===== src/rtl/tis_pkg.sv =====
package tis_pkg;
  typedef enum logic {
    SEL_INTERLEAVE = 1'b0,
    SEL_RUN_BLOCK  = 1'b1
  } sel_mode_e;
endpackage


===== src/rtl/tis_rr_pick.sv =====
// Wrapping priority search: first requester at or after start_idx.
module tis_rr_pick #(
  parameter int NTHR  = 4,
  parameter int TID_W = 2
) (
  input  logic [NTHR-1:0]  req,
  input  logic [TID_W-1:0] start_idx,
  output logic [TID_W-1:0] grant,
  output logic             found
);
  always_comb begin
    found = 1'b0;
    grant = start_idx;
    for (int k = 0; k < NTHR; k++) begin
      logic [TID_W:0]   sum;
      logic [TID_W-1:0] idx;
      sum = {1'b0, start_idx} + (TID_W+1)'(k);
      if (sum >= (TID_W+1)'(NTHR)) sum = sum - (TID_W+1)'(NTHR);
      idx = sum[TID_W-1:0];
      if (!found && req[idx]) begin
        found = 1'b1;
        grant = idx;
      end
    end
  end
endmodule


===== src/rtl/tis_ctrl.sv =====
// Tracks the last accepted thread and derives where the next search begins.
module tis_ctrl
  import tis_pkg::*;
#(
  parameter int NTHR  = 4,
  parameter int TID_W = 2
) (
  input  logic             clk,
  input  logic             rst_n,
  input  sel_mode_e        mode,
  input  logic             fire,
  input  logic [TID_W-1:0] fire_tid,
  output logic [TID_W-1:0] last_tid,
  output logic [TID_W-1:0] start_idx
);
  logic [TID_W-1:0] last_q;
  logic             fresh_q;

  always_ff @(posedge clk) begin
    if (!rst_n) begin
      last_q  <= '0;
      fresh_q <= 1'b1;
    end else if (fire) begin
      last_q  <= fire_tid;
      fresh_q <= 1'b0;
    end
  end

  always_comb begin
    if (mode == SEL_RUN_BLOCK || fresh_q)
      start_idx = last_q;
    else if (last_q == TID_W'(NTHR-1))
      start_idx = '0;
    else
      start_idx = last_q + TID_W'(1);
  end

  assign last_tid = last_q;
endmodule


===== src/rtl/tis_pc_bank.sv =====
// One program counter per thread; redirect wins over the issue advance.
module tis_pc_bank #(
  parameter int              NTHR     = 4,
  parameter int              TID_W    = 2,
  parameter int              PC_W     = 32,
  parameter int              STEP     = 8,
  parameter logic [PC_W-1:0] RESET_PC = '0
) (
  input  logic                 clk,
  input  logic                 rst_n,
  input  logic                 fire,
  input  logic [TID_W-1:0]     fire_tid,
  input  logic [NTHR-1:0]      redir_valid,
  input  logic [NTHR*PC_W-1:0] redir_pc,
  output logic [NTHR*PC_W-1:0] pcs
);
  for (genvar t = 0; t < NTHR; t++) begin : g_thr
    logic [PC_W-1:0] pc_q;
    always_ff @(posedge clk) begin
      if (!rst_n)
        pc_q <= RESET_PC;
      else if (redir_valid[t])
        pc_q <= redir_pc[t*PC_W +: PC_W];
      else if (fire && fire_tid == TID_W'(t))
        pc_q <= pc_q + PC_W'(STEP);
    end
    assign pcs[t*PC_W +: PC_W] = pc_q;
  end
endmodule


===== src/rtl/thread_issue_sel.sv =====
module thread_issue_sel
  import tis_pkg::*;
#(
  parameter int              NTHR        = 4,
  parameter int              PC_W        = 32,
  parameter int              ISSUE_W     = 2,
  parameter int              INSTR_BYTES = 4,
  parameter logic [PC_W-1:0] RESET_PC    = 'h100,
  localparam int             TID_W       = (NTHR > 1) ? $clog2(NTHR) : 1
) (
  input  logic                    clk,
  input  logic                    rst_n,
  input  logic                    mode_sel,
  input  logic [NTHR-1:0]         thr_ready,
  input  logic [NTHR-1:0]         redir_valid,
  input  logic [NTHR*PC_W-1:0]    redir_pc,
  input  logic                    issue_ready,
  output logic                    issue_valid,
  output logic [TID_W-1:0]        issue_tid,
  output logic [PC_W-1:0]         issue_pc,
  output logic [ISSUE_W*PC_W-1:0] issue_lane_pc
);
  localparam int STEP = ISSUE_W * INSTR_BYTES;

  sel_mode_e           mode;
  logic                fire;
  logic                found;
  logic [TID_W-1:0]    grant;
  logic [TID_W-1:0]    start_idx;
  logic [TID_W-1:0]    last_tid;
  logic [NTHR*PC_W-1:0] pcs;

  assign mode = sel_mode_e'(mode_sel);

  tis_ctrl #(.NTHR(NTHR), .TID_W(TID_W)) u_ctrl (
    .clk(clk), .rst_n(rst_n), .mode(mode), .fire(fire), .fire_tid(issue_tid),
    .last_tid(last_tid), .start_idx(start_idx)
  );

  tis_rr_pick #(.NTHR(NTHR), .TID_W(TID_W)) u_pick (
    .req(thr_ready), .start_idx(start_idx), .grant(grant), .found(found)
  );

  tis_pc_bank #(
    .NTHR(NTHR), .TID_W(TID_W), .PC_W(PC_W), .STEP(STEP), .RESET_PC(RESET_PC)
  ) u_pcs (
    .clk(clk), .rst_n(rst_n), .fire(fire), .fire_tid(issue_tid),
    .redir_valid(redir_valid), .redir_pc(redir_pc), .pcs(pcs)
  );

  assign issue_valid = found;
  assign issue_tid   = found ? grant : last_tid;
  assign fire        = issue_valid && issue_ready;
  assign issue_pc    = pcs[issue_tid*PC_W +: PC_W];

  for (genvar i = 0; i < ISSUE_W; i++) begin : g_lane
    assign issue_lane_pc[i*PC_W +: PC_W] = issue_pc + PC_W'(i*INSTR_BYTES);
  end
endmodule


===== config.mk =====
export PLATFORM = sky130hd
export DESIGN_NAME = thread_issue_sel
export DESIGN_NICKNAME = d
export VERILOG_FILES = /design/src/rtl/tis_pkg.sv /design/src/rtl/tis_rr_pick.sv /design/src/rtl/tis_ctrl.sv /design/src/rtl/tis_pc_bank.sv /design/src/rtl/thread_issue_sel.sv
export SDC_FILE = /design/constraint.sdc
export NUM_CORES = 1
export LEC_CHECK = 0
export BUFFER_PORTS_ARGS = -buffer_cell sky130_fd_sc_hd__buf_2
export CELL_PAD_IN_SITES_DETAIL_PLACEMENT = 0
export CELL_PAD_IN_SITES_GLOBAL_PLACEMENT = 1
export CORE_MARGIN = 2
export CORE_UTILIZATION = 39
export CTS_CLUSTER_DIAMETER = 200
export DETAILED_ROUTE_END_ITERATION = 8
export PLACE_DENSITY_LB_ADDON = 0.1
export RECOVER_POWER = 100
export SETUP_SLACK_MARGIN = 0.05
export SYNTH_ARGS = -nofsm -noshare
export SYNTH_HDL_FRONTEND = slang
export SYNTH_SLANG_ARGS = --single-unit

===== constraint.sdc =====
create_clock -name clk -period 4.4 [get_ports clk]
set_input_delay 0.22 -clock clk [delete_from_list [all_inputs] [get_ports clk]]
set_output_delay 0.22 -clock clk [all_outputs]
set_load 0.05 [all_outputs]

==> metrics.csv, run 1 <==
metric;value;unit
Crit. End Element;output pin;
Critical Path RT;4.18;ns
Hold Startpoint;redir_pc[50];
via count;9554;
mapped cell area;0.00930;sq mm
worst setup margin;0.100;ns
clock buffer depth;2;
Yosys top cell area share;28.2;%
CP arrival;4.08;ns
vias in the first global route;8708;
Initial Util;39.7;%
Critical Path Source Type;flip-flop;
RR Startpoint;u_ctrl.last_tid[0];
diodes inserted;0;
GRT Residual Overflow;0;
Period minus WS final;4.30;ns
Tcrit/Tclk final;97.7;%
Ys Warns;0;
WL final;36200;microns
Gate Count Post-Synth;1220;
Setup Viol. Count Final;0;
post-route antenna net violation count;0;
Post-synth top cells;nand2_1 (177), dfxtp_1 (131), o21ai_0 (100);
Slew Viols, Final;92;
die area;0.0251;sq mm
Worst Hold End;u_pcs.g_thr[1].pc_q[18];
pre-CTS WS;0.213;ns
failing checks;capacitance limit, slew limit;
Die H;158;microns
Static Leak;4.70;nW
routability cong.;0.884;
DR WL/cell;20.7;microns
R2R cell count;12;
post-route setup TNS;0;ns
CTS buffer count;17;
hpwl dp;27300;microns
fillers;2482;
area delta synth->final;26.6;%
worst-case vdd ir drop;0.225;mV
antenna violations before repair;0;
layout cells sized above 1;22.9;%
Synthesized Nets;1366;
clock sink count;131;
sequential-to-total area share from yosys stat;28.2;%
CP Class;flip-flop to output pin;
Synth area leaders;dfxtp_1 (28%), xnor2_1 (7.3%), nand2_1 (7.1%), xor2_1 (5.7%), o21ai_0 (5.4%);
Root Driver;clkbuf_16;
IO Port Bufs;238;
Top FF cell, synth;dfxtp_1;
status;complete, but fails checks;
Die W;158;microns
CP max FO;15;
Yosys cell types;70;
final setup skew;0.0118;ns
syn_area_per_cell;7.62;sq um
Initial DRT Pass Iterations;5;
most frequent cell after synthesis;nand2_1;
clk_lat worst skew;0.43;ns
H-tree depth;4;
reg2reg setup slack;0.43;ns
fmax;233;MHz
TritonCTS clock tree;built;
PD cells;411;mW/mm^2
Hold Path Class;primary input to flip-flop;
RR Endpoint;u_pcs.g_thr[2].pc_q[22];
Clk pin slew, worst setup/hold paths;0.07;ns
final hold vios;0;
cell row count;56;
post-synth top area cell;dfxtp_1;
asr flop ratio synth;0;%
I/O pin count;239;
Layout Nets;1566;
relative slew slack;-121;%
Core Region;0.0234;sq mm
Post-synth EDFFs;0;
number of hold buffers added after CTS;0;
# DRC;0;
Synth Register Bits;131;
Sequential cell area;0.00263;sq mm
max-cap viol count;1;
worst-margin pin slew;3.32;ns
gr usage total;28.3;%
pin count of the biggest net entering global routing;92;
Min-Delay Path Depth;2;
first-pass GRT wire length;52600;microns
area of the multi-input gates;0.00635;sq mm
unrepaired setup endpoints after global routing;yes;
via/cell ratio;5.46;
1st-iter DRT viols;665;
-- where the power goes --
group | total (W) | internal, W | switching, W
combinational | 0.00191 | 0.000536 | 0.00137
clock | 0.00153 | 0.000960 | 0.000574
sequential | 0.00139 | 0.00127 | 0.000129
-- per-stage QoR --
step                      power (W)  hold slack [ns]  area [sq um]  instances  utilization, %
after global routing        0.00503          0.00806         11800       1750            50.3
after CTS                   0.00477          0.00670         11500       1729            49.3
after floorplan             0.00281            0.345          9650       1220               -
after global placement      0.00321            0.446         10800       1695            46.3
final                       0.00484          0.00904         11800       1750            50.3
after detailed placement    0.00321            0.449         10800       1695            46.3
-- cell usage in the layout (no fill, tap or decap), types with 10 or more instances in the layout --
master,n
buf_4,30
a21oi_1,58
dfxtp_1,129
clkbuf_2,19
clkbuf_1,80
buf_2,145
o21ai_0,101
a211oi_1,20
inv_1,28
and2_1,22
nand3_1,62
xnor2_1,65
a31oi_2,10
o211a_1,21
nand2_1,174
nand4_1,34
clkbuf_16,21
mux2i_1,26
a21boi_0,12
nor2_1,47
and2_0,28
xor2_1,58
nor3_1,30
and3_1,33
nor2b_1,14
-- worst max-delay path, stage by stage (launching register included) --
cell	delay, ns
dfxtp_4	0.36
ha_4	0.15
or4_4	0.48
and2_4	0.18
a41o_1	0.20
o21a_4	0.29
inv_6	0.15
a211oi_2	0.06
a2111o_1	0.52
or2_4	0.32
a2111oi_4	0.30
xor2_1	0.32
clkbuf_4	0.31
-- repair_timing --
action,CTS,global route
pin swaps,5,16
gates cloned,2,4
buffers inserted,2,17
setup endpoints to repair,25,25
resized for setup,10,41
hold endpoints to repair,0,0
-- worst max path at each step --
| stage | from | end | slack [ns] | depth (start not counted) |
|---|---|---|---|---|
| after CTS | u_ctrl.last_tid[1] | issue_lane_pc[62] | 0.01 | 12 |
| after floorplan | u_ctrl.last_tid[0] | issue_lane_pc[56] | -0.15 | 17 |
| after global routing | u_ctrl.last_tid[0] | issue_lane_pc[63] | -0.0004 | 12 |
| after detailed placement | u_ctrl.last_tid[1] | issue_lane_pc[62] | 0.21 | 13 |
| final | u_ctrl.last_tid[0] | issue_lane_pc[41] | 0.10 | 12 |
| after global placement | u_ctrl.last_tid[0] | issue_lane_pc[62] | 0.27 | 13 |
-- area by class of cell --
cell class	count	area share [%]
multi-input combinational	948	54.0
timing repair buffer	291	13.9
clock buffer	18	3.73
tap	319	3.39
clock inverter	12	1.54
inverter	30	1.06
sequential	131	22.3
timing repair inverter	1	0.0957
-- metal layers --
metal / track usage [%] / vias up / share of wire [%]
li1: - / 4637 / -
met1: 40.5 / 4493 / 47
met2: 44.0 / 390 / 43
met3: 5.33 / 34 / 7.5
met4: 6.91 / 0 / 2.0
met5: 0 / - / 0
-- state kept, by name, summed over array words and instances (netlist names) --
name / count
u_ctrl.fresh_q: 1
u_ctrl.last_tid: 2
u_pcs.g_thr.pc_q: 128
-- cell families after synthesis --
group | synth area share, %
DFF | 28.2
muxes | 3.03
and+or+nand+nor | 28.0
xor gates and xnor gates | 12.9
AOI/OAI and AO/OA | 19.1
buffers and inverters | 7.94
adders and majority gates | 0.808
Power figures use the tool's default switching activity.
==> run 2, diff against run 1 <==
CORE_UTILIZATION = 35   (was 39)
clock period = 3.75 ns   (was 4.4 ns; I/O delays follow)
==> run 2 against run 1 <==
Against the previous run:
- the run ends with capacitance limit, slew limit, setup timing left
- clock power is 13% higher
- non-clock buffer count is 109 higher
- core utilization is 1.4 points higher
- worst setup slack worse by 0.66 ns
- global-route usage is 3.4 points lower
- die area is 11% higher
- final cell count is 7.2% higher
- largest power group unchanged
==> metrics.csv, run 2 (synthesis gave the netlist of run 1 again) <==
metric;value;unit;change
failing checks;capacitance limit, slew limit, setup timing;;was capacitance limit, slew limit
1st-iter DRT viols;566;;was 665
Setup Viol. Count Final;25;;was 0
post-detailed-placement cell area;0.0119;sq mm;was 0.0108 sq mm
CP Launch Point;u_ctrl.last_tid[1];;was u_ctrl.last_tid[0]
final non-filler cell total;1876;;was 1750
PD cells;445;mW/mm^2;was 411 mW/mm^2
unrepaired setup endpoints after global routing;yes;;unchanged
relative slew slack;-19.2;%;was -121%
Top delay family on crit path;compound AO/OA/AOI/OAI gates;;unchanged
Max stage delay on crit path;0.42;ns;was 0.52 ns
CP max FO;6;;was 15
Period minus WS final;4.31;ns;
R2R cell count;12;;unchanged
most common cell after layout, fill and taps aside;buf_2;;was nand2_1
post-route setup TNS;-9.96;ns;was 0 ns
worst path buffer plus inverter count;6;;was 2
most frequent cells in the layout;buf_2 (196), nand2_1 (172), dfxtp_1 (129);;was nand2_1 (174), buf_2 (145), dfxtp_1 (129)
# DRC;0;;unchanged
layout cells sized above 1;34.7;%;was 22.9%
Clock Power Share;28.9;%;was 31.7%
CP Class;flip-flop to output pin;;unchanged
cell mode on critical path;buf_6;;
WL final;36000;microns;was 36200 microns
I/O pin count;239;;unchanged
CP arrival;4.12;ns;was 4.08 ns
vias in the first global route;9278;;was 8708
Die H;167;microns;was 158 microns
pin count of the biggest net entering global routing;102;;was 92
cell internal pwr;0.00345;W;was 0.00276 W
first-pass GRT wire length;53900;microns;was 52600 microns
via/cell ratio;5.25;;was 5.46
clk_lat worst skew;0.44;ns;was 0.43 ns
RR Endpoint;u_pcs.g_thr[3].pc_q[31];;was u_pcs.g_thr[2].pc_q[22]
Hold Path Class;primary input to flip-flop;;unchanged
Critical Path RT;3.56;ns;was 4.18 ns
number of cells on the critical path;15;;was 12
hpwl dp;27800;microns;was 27300 microns
CTS buffer count;17;;unchanged
RR Startpoint;u_ctrl.last_tid[1];;was u_ctrl.last_tid[0]
Die W;167;microns;was 158 microns
gr usage total;25.0;%;was 28.3%
reg2reg setup slack;0.32;ns;was 0.43 ns
switching part of the total;42.5;%;was 42.9%
routability cong.;0.943;;was 0.884
clock sink count;131;;unchanged
Layout Nets;1674;;was 1566
antenna violations before repair;1;;was 0
max-cap viol count;1;;unchanged
Core Region;0.0261;sq mm;was 0.0234 sq mm
via count;9841;;was 9554
DR WL/cell;19.2;microns;was 20.7 microns
Design Power;0.00600;W;was 0.00484 W
final hold vios;0;;unchanged
Clk pin slew, worst setup/hold paths;0.06;ns;was 0.07 ns
crit path to;issue_lane_pc[63];;was issue_lane_pc[41]
clock buffer depth;2;;unchanged
Largest register FFs;128;;unchanged
status;complete, but fails checks;;unchanged
fmax;232;MHz;
Hold Slack;0.00848;ns;was 0.00904 ns
TritonCTS clock tree;built;;unchanged
area delta synth->final;45.0;%;was 26.6%
share of power burned in registers;27.0;%;was 28.8%
Root Driver;clkbuf_16;;unchanged
final setup skew;0.0107;ns;was 0.0118 ns
Initial Util;35.7;%;was 39.7%
GRT Residual Overflow;0;;unchanged
post-route cell area;0.0135;sq mm;was 0.0118 sq mm
Cell Chain, Critical Path;ha_4 -> or3b_4 -> buf_6 -> a41o_1 -> o21a_4 -> buf_12 -> buf_6 -> o211a_4 -> a2111o_1 -> buf_4 -> nand4bb_4 -> nor4_4 -> buf_4 -> xor2_4 -> buf_6;;was ha_4 -> or4_4 -> and2_4 -> a41o_1 -> o21a_4 -> inv_6 -> a211oi_2 -> a2111o_1 -> or2_4 -> a2111oi_4 -> xor2_1 -> clkbuf_4
power share of the combinational group;44.1;%;was 39.5%
Slew Viols, Final;102;;was 92
slowest cell on the critical path;or3b_4;;was a2111o_1
worst-margin pin slew;1.79;ns;was 3.32 ns
Tcrit/Tclk final;115;%;
Crit. End Element;output pin;;unchanged
IO Port Bufs;238;;unchanged
Most flops, register;u_pcs.g_thr.pc_q;;unchanged
diodes inserted;0;;unchanged
worst-case vdd ir drop;0.345;mV;was 0.225 mV
cell row count;59;;was 56
post-route antenna net violation count;0;;unchanged
Initial DRT Pass Iterations;5;;unchanged
Critical Path Source Type;flip-flop;;unchanged
H-tree depth;4;;unchanged
worst setup margin;-0.558;ns;was 0.100 ns
P_sw;0.00255;W;was 0.00208 W
Placed Instances;1803;;was 1695
die area;0.0279;sq mm;was 0.0251 sq mm
Static Leak;5.70;nW;was 4.70 nW
run 2: changes by cell type in the layout (fill, tap and decap cells not counted), sizes merged:
| cell | before | now |
|---|---|---|
| clkbuf | 125 | 25 |
| inv | 33 | 34 |
| clkinv | 2 | 4 |
| buf | 183 | 376 |
| dlygate4sd3 | 0 | 19 |
| bufinv | 4 | 2 |
| bufbuf | 1 | 0 |
| clkinvlp | 4 | 2 |
run 2: worst reg2reg max path, stage by stage, from the launching register on:
cell,delay (ns)
dfxtp_2,0.34
ha_4,0.26
or3b_4,0.42
and3_1,0.23
o21a_2,0.30
buf_4,0.16
nor3_1,0.28
buf_4,0.20
nand3_1,0.11
or3_1,0.46
nor3_1,0.26
xor2_1,0.10
o211a_1,0.20
run 2: per-layer routing:
metal | wire length, microns | global-route usage [%] | vias to the layer above
met4 | 639 | 6.52 | 2
li1 | - | - | 4853
met1 | 16900 | 34.8 | 4656
met5 | 12 | 0 | -
met2 | 16600 | 39.9 | 294
met3 | 1880 | 4.30 | 36
run 2: layout make-up:
type                            count  area (sq um)
Inverter                           30           128
Fill cell                        2585         12600
Sequential cell                   131          2630
Tap cell                          335           419
Multi-Input combinational cell    948          6840
Timing Repair Buffer              400          2880
Clock inverter                     12           148
Clock buffer                       20           447
run 2: timing repair:
item / in CTS / in global routing
gates cloned: 0 / 2
hold buffers: 19 / 0
pin swaps: 5 / 15
hold endpoints to repair: 19 / 0
buffers inserted: 6 / 14
setup endpoints to repair: 44 / 49
resized for setup: 90 / 64
run 2: worst min-delay path by stage:
stage | start | endpoint | slack, ns | depth (start not counted)
final | redir_pc[33] | u_pcs.g_thr[1].pc_q[1] | 0.008 | 3
after global routing | redir_pc[7] | u_pcs.g_thr[0].pc_q[7] | 0.02 | 2
after CTS | redir_pc[57] | u_pcs.g_thr[1].pc_q[25] | 0.0007 | 3
after detailed placement | redir_pc[73] | u_pcs.g_thr[2].pc_q[9] | 0.41 | 2
after global placement | redir_pc[50] | u_pcs.g_thr[1].pc_q[18] | 0.41 | 2
after floorplan | redir_pc[8] | u_pcs.g_thr[0].pc_q[8] | 0.31 | 2
run 2: stage by stage:
stage | worst slack, ns | utilization, %
floorplan | -0.598 | -
global placement | -0.324 | 45.8
detailed placement | -0.332 | 45.8
CTS | -0.483 | 50.2
global route | -0.637 | 51.7
finish | -0.558 | 51.7
run 2: power by group through the flow:
stage	combinational [W]	clock [W]	sequential, W
5_1_grt	0.00278	0.00182	0.00163
2_1_floorplan	0.00181	0	0.00159
4_1_cts	0.00254	0.00176	0.00161
6_report	0.00264	0.00173	0.00162
3_3_place_gp	0.00239	0	0.00164
3_5_place_dp	0.00240	0	0.00164
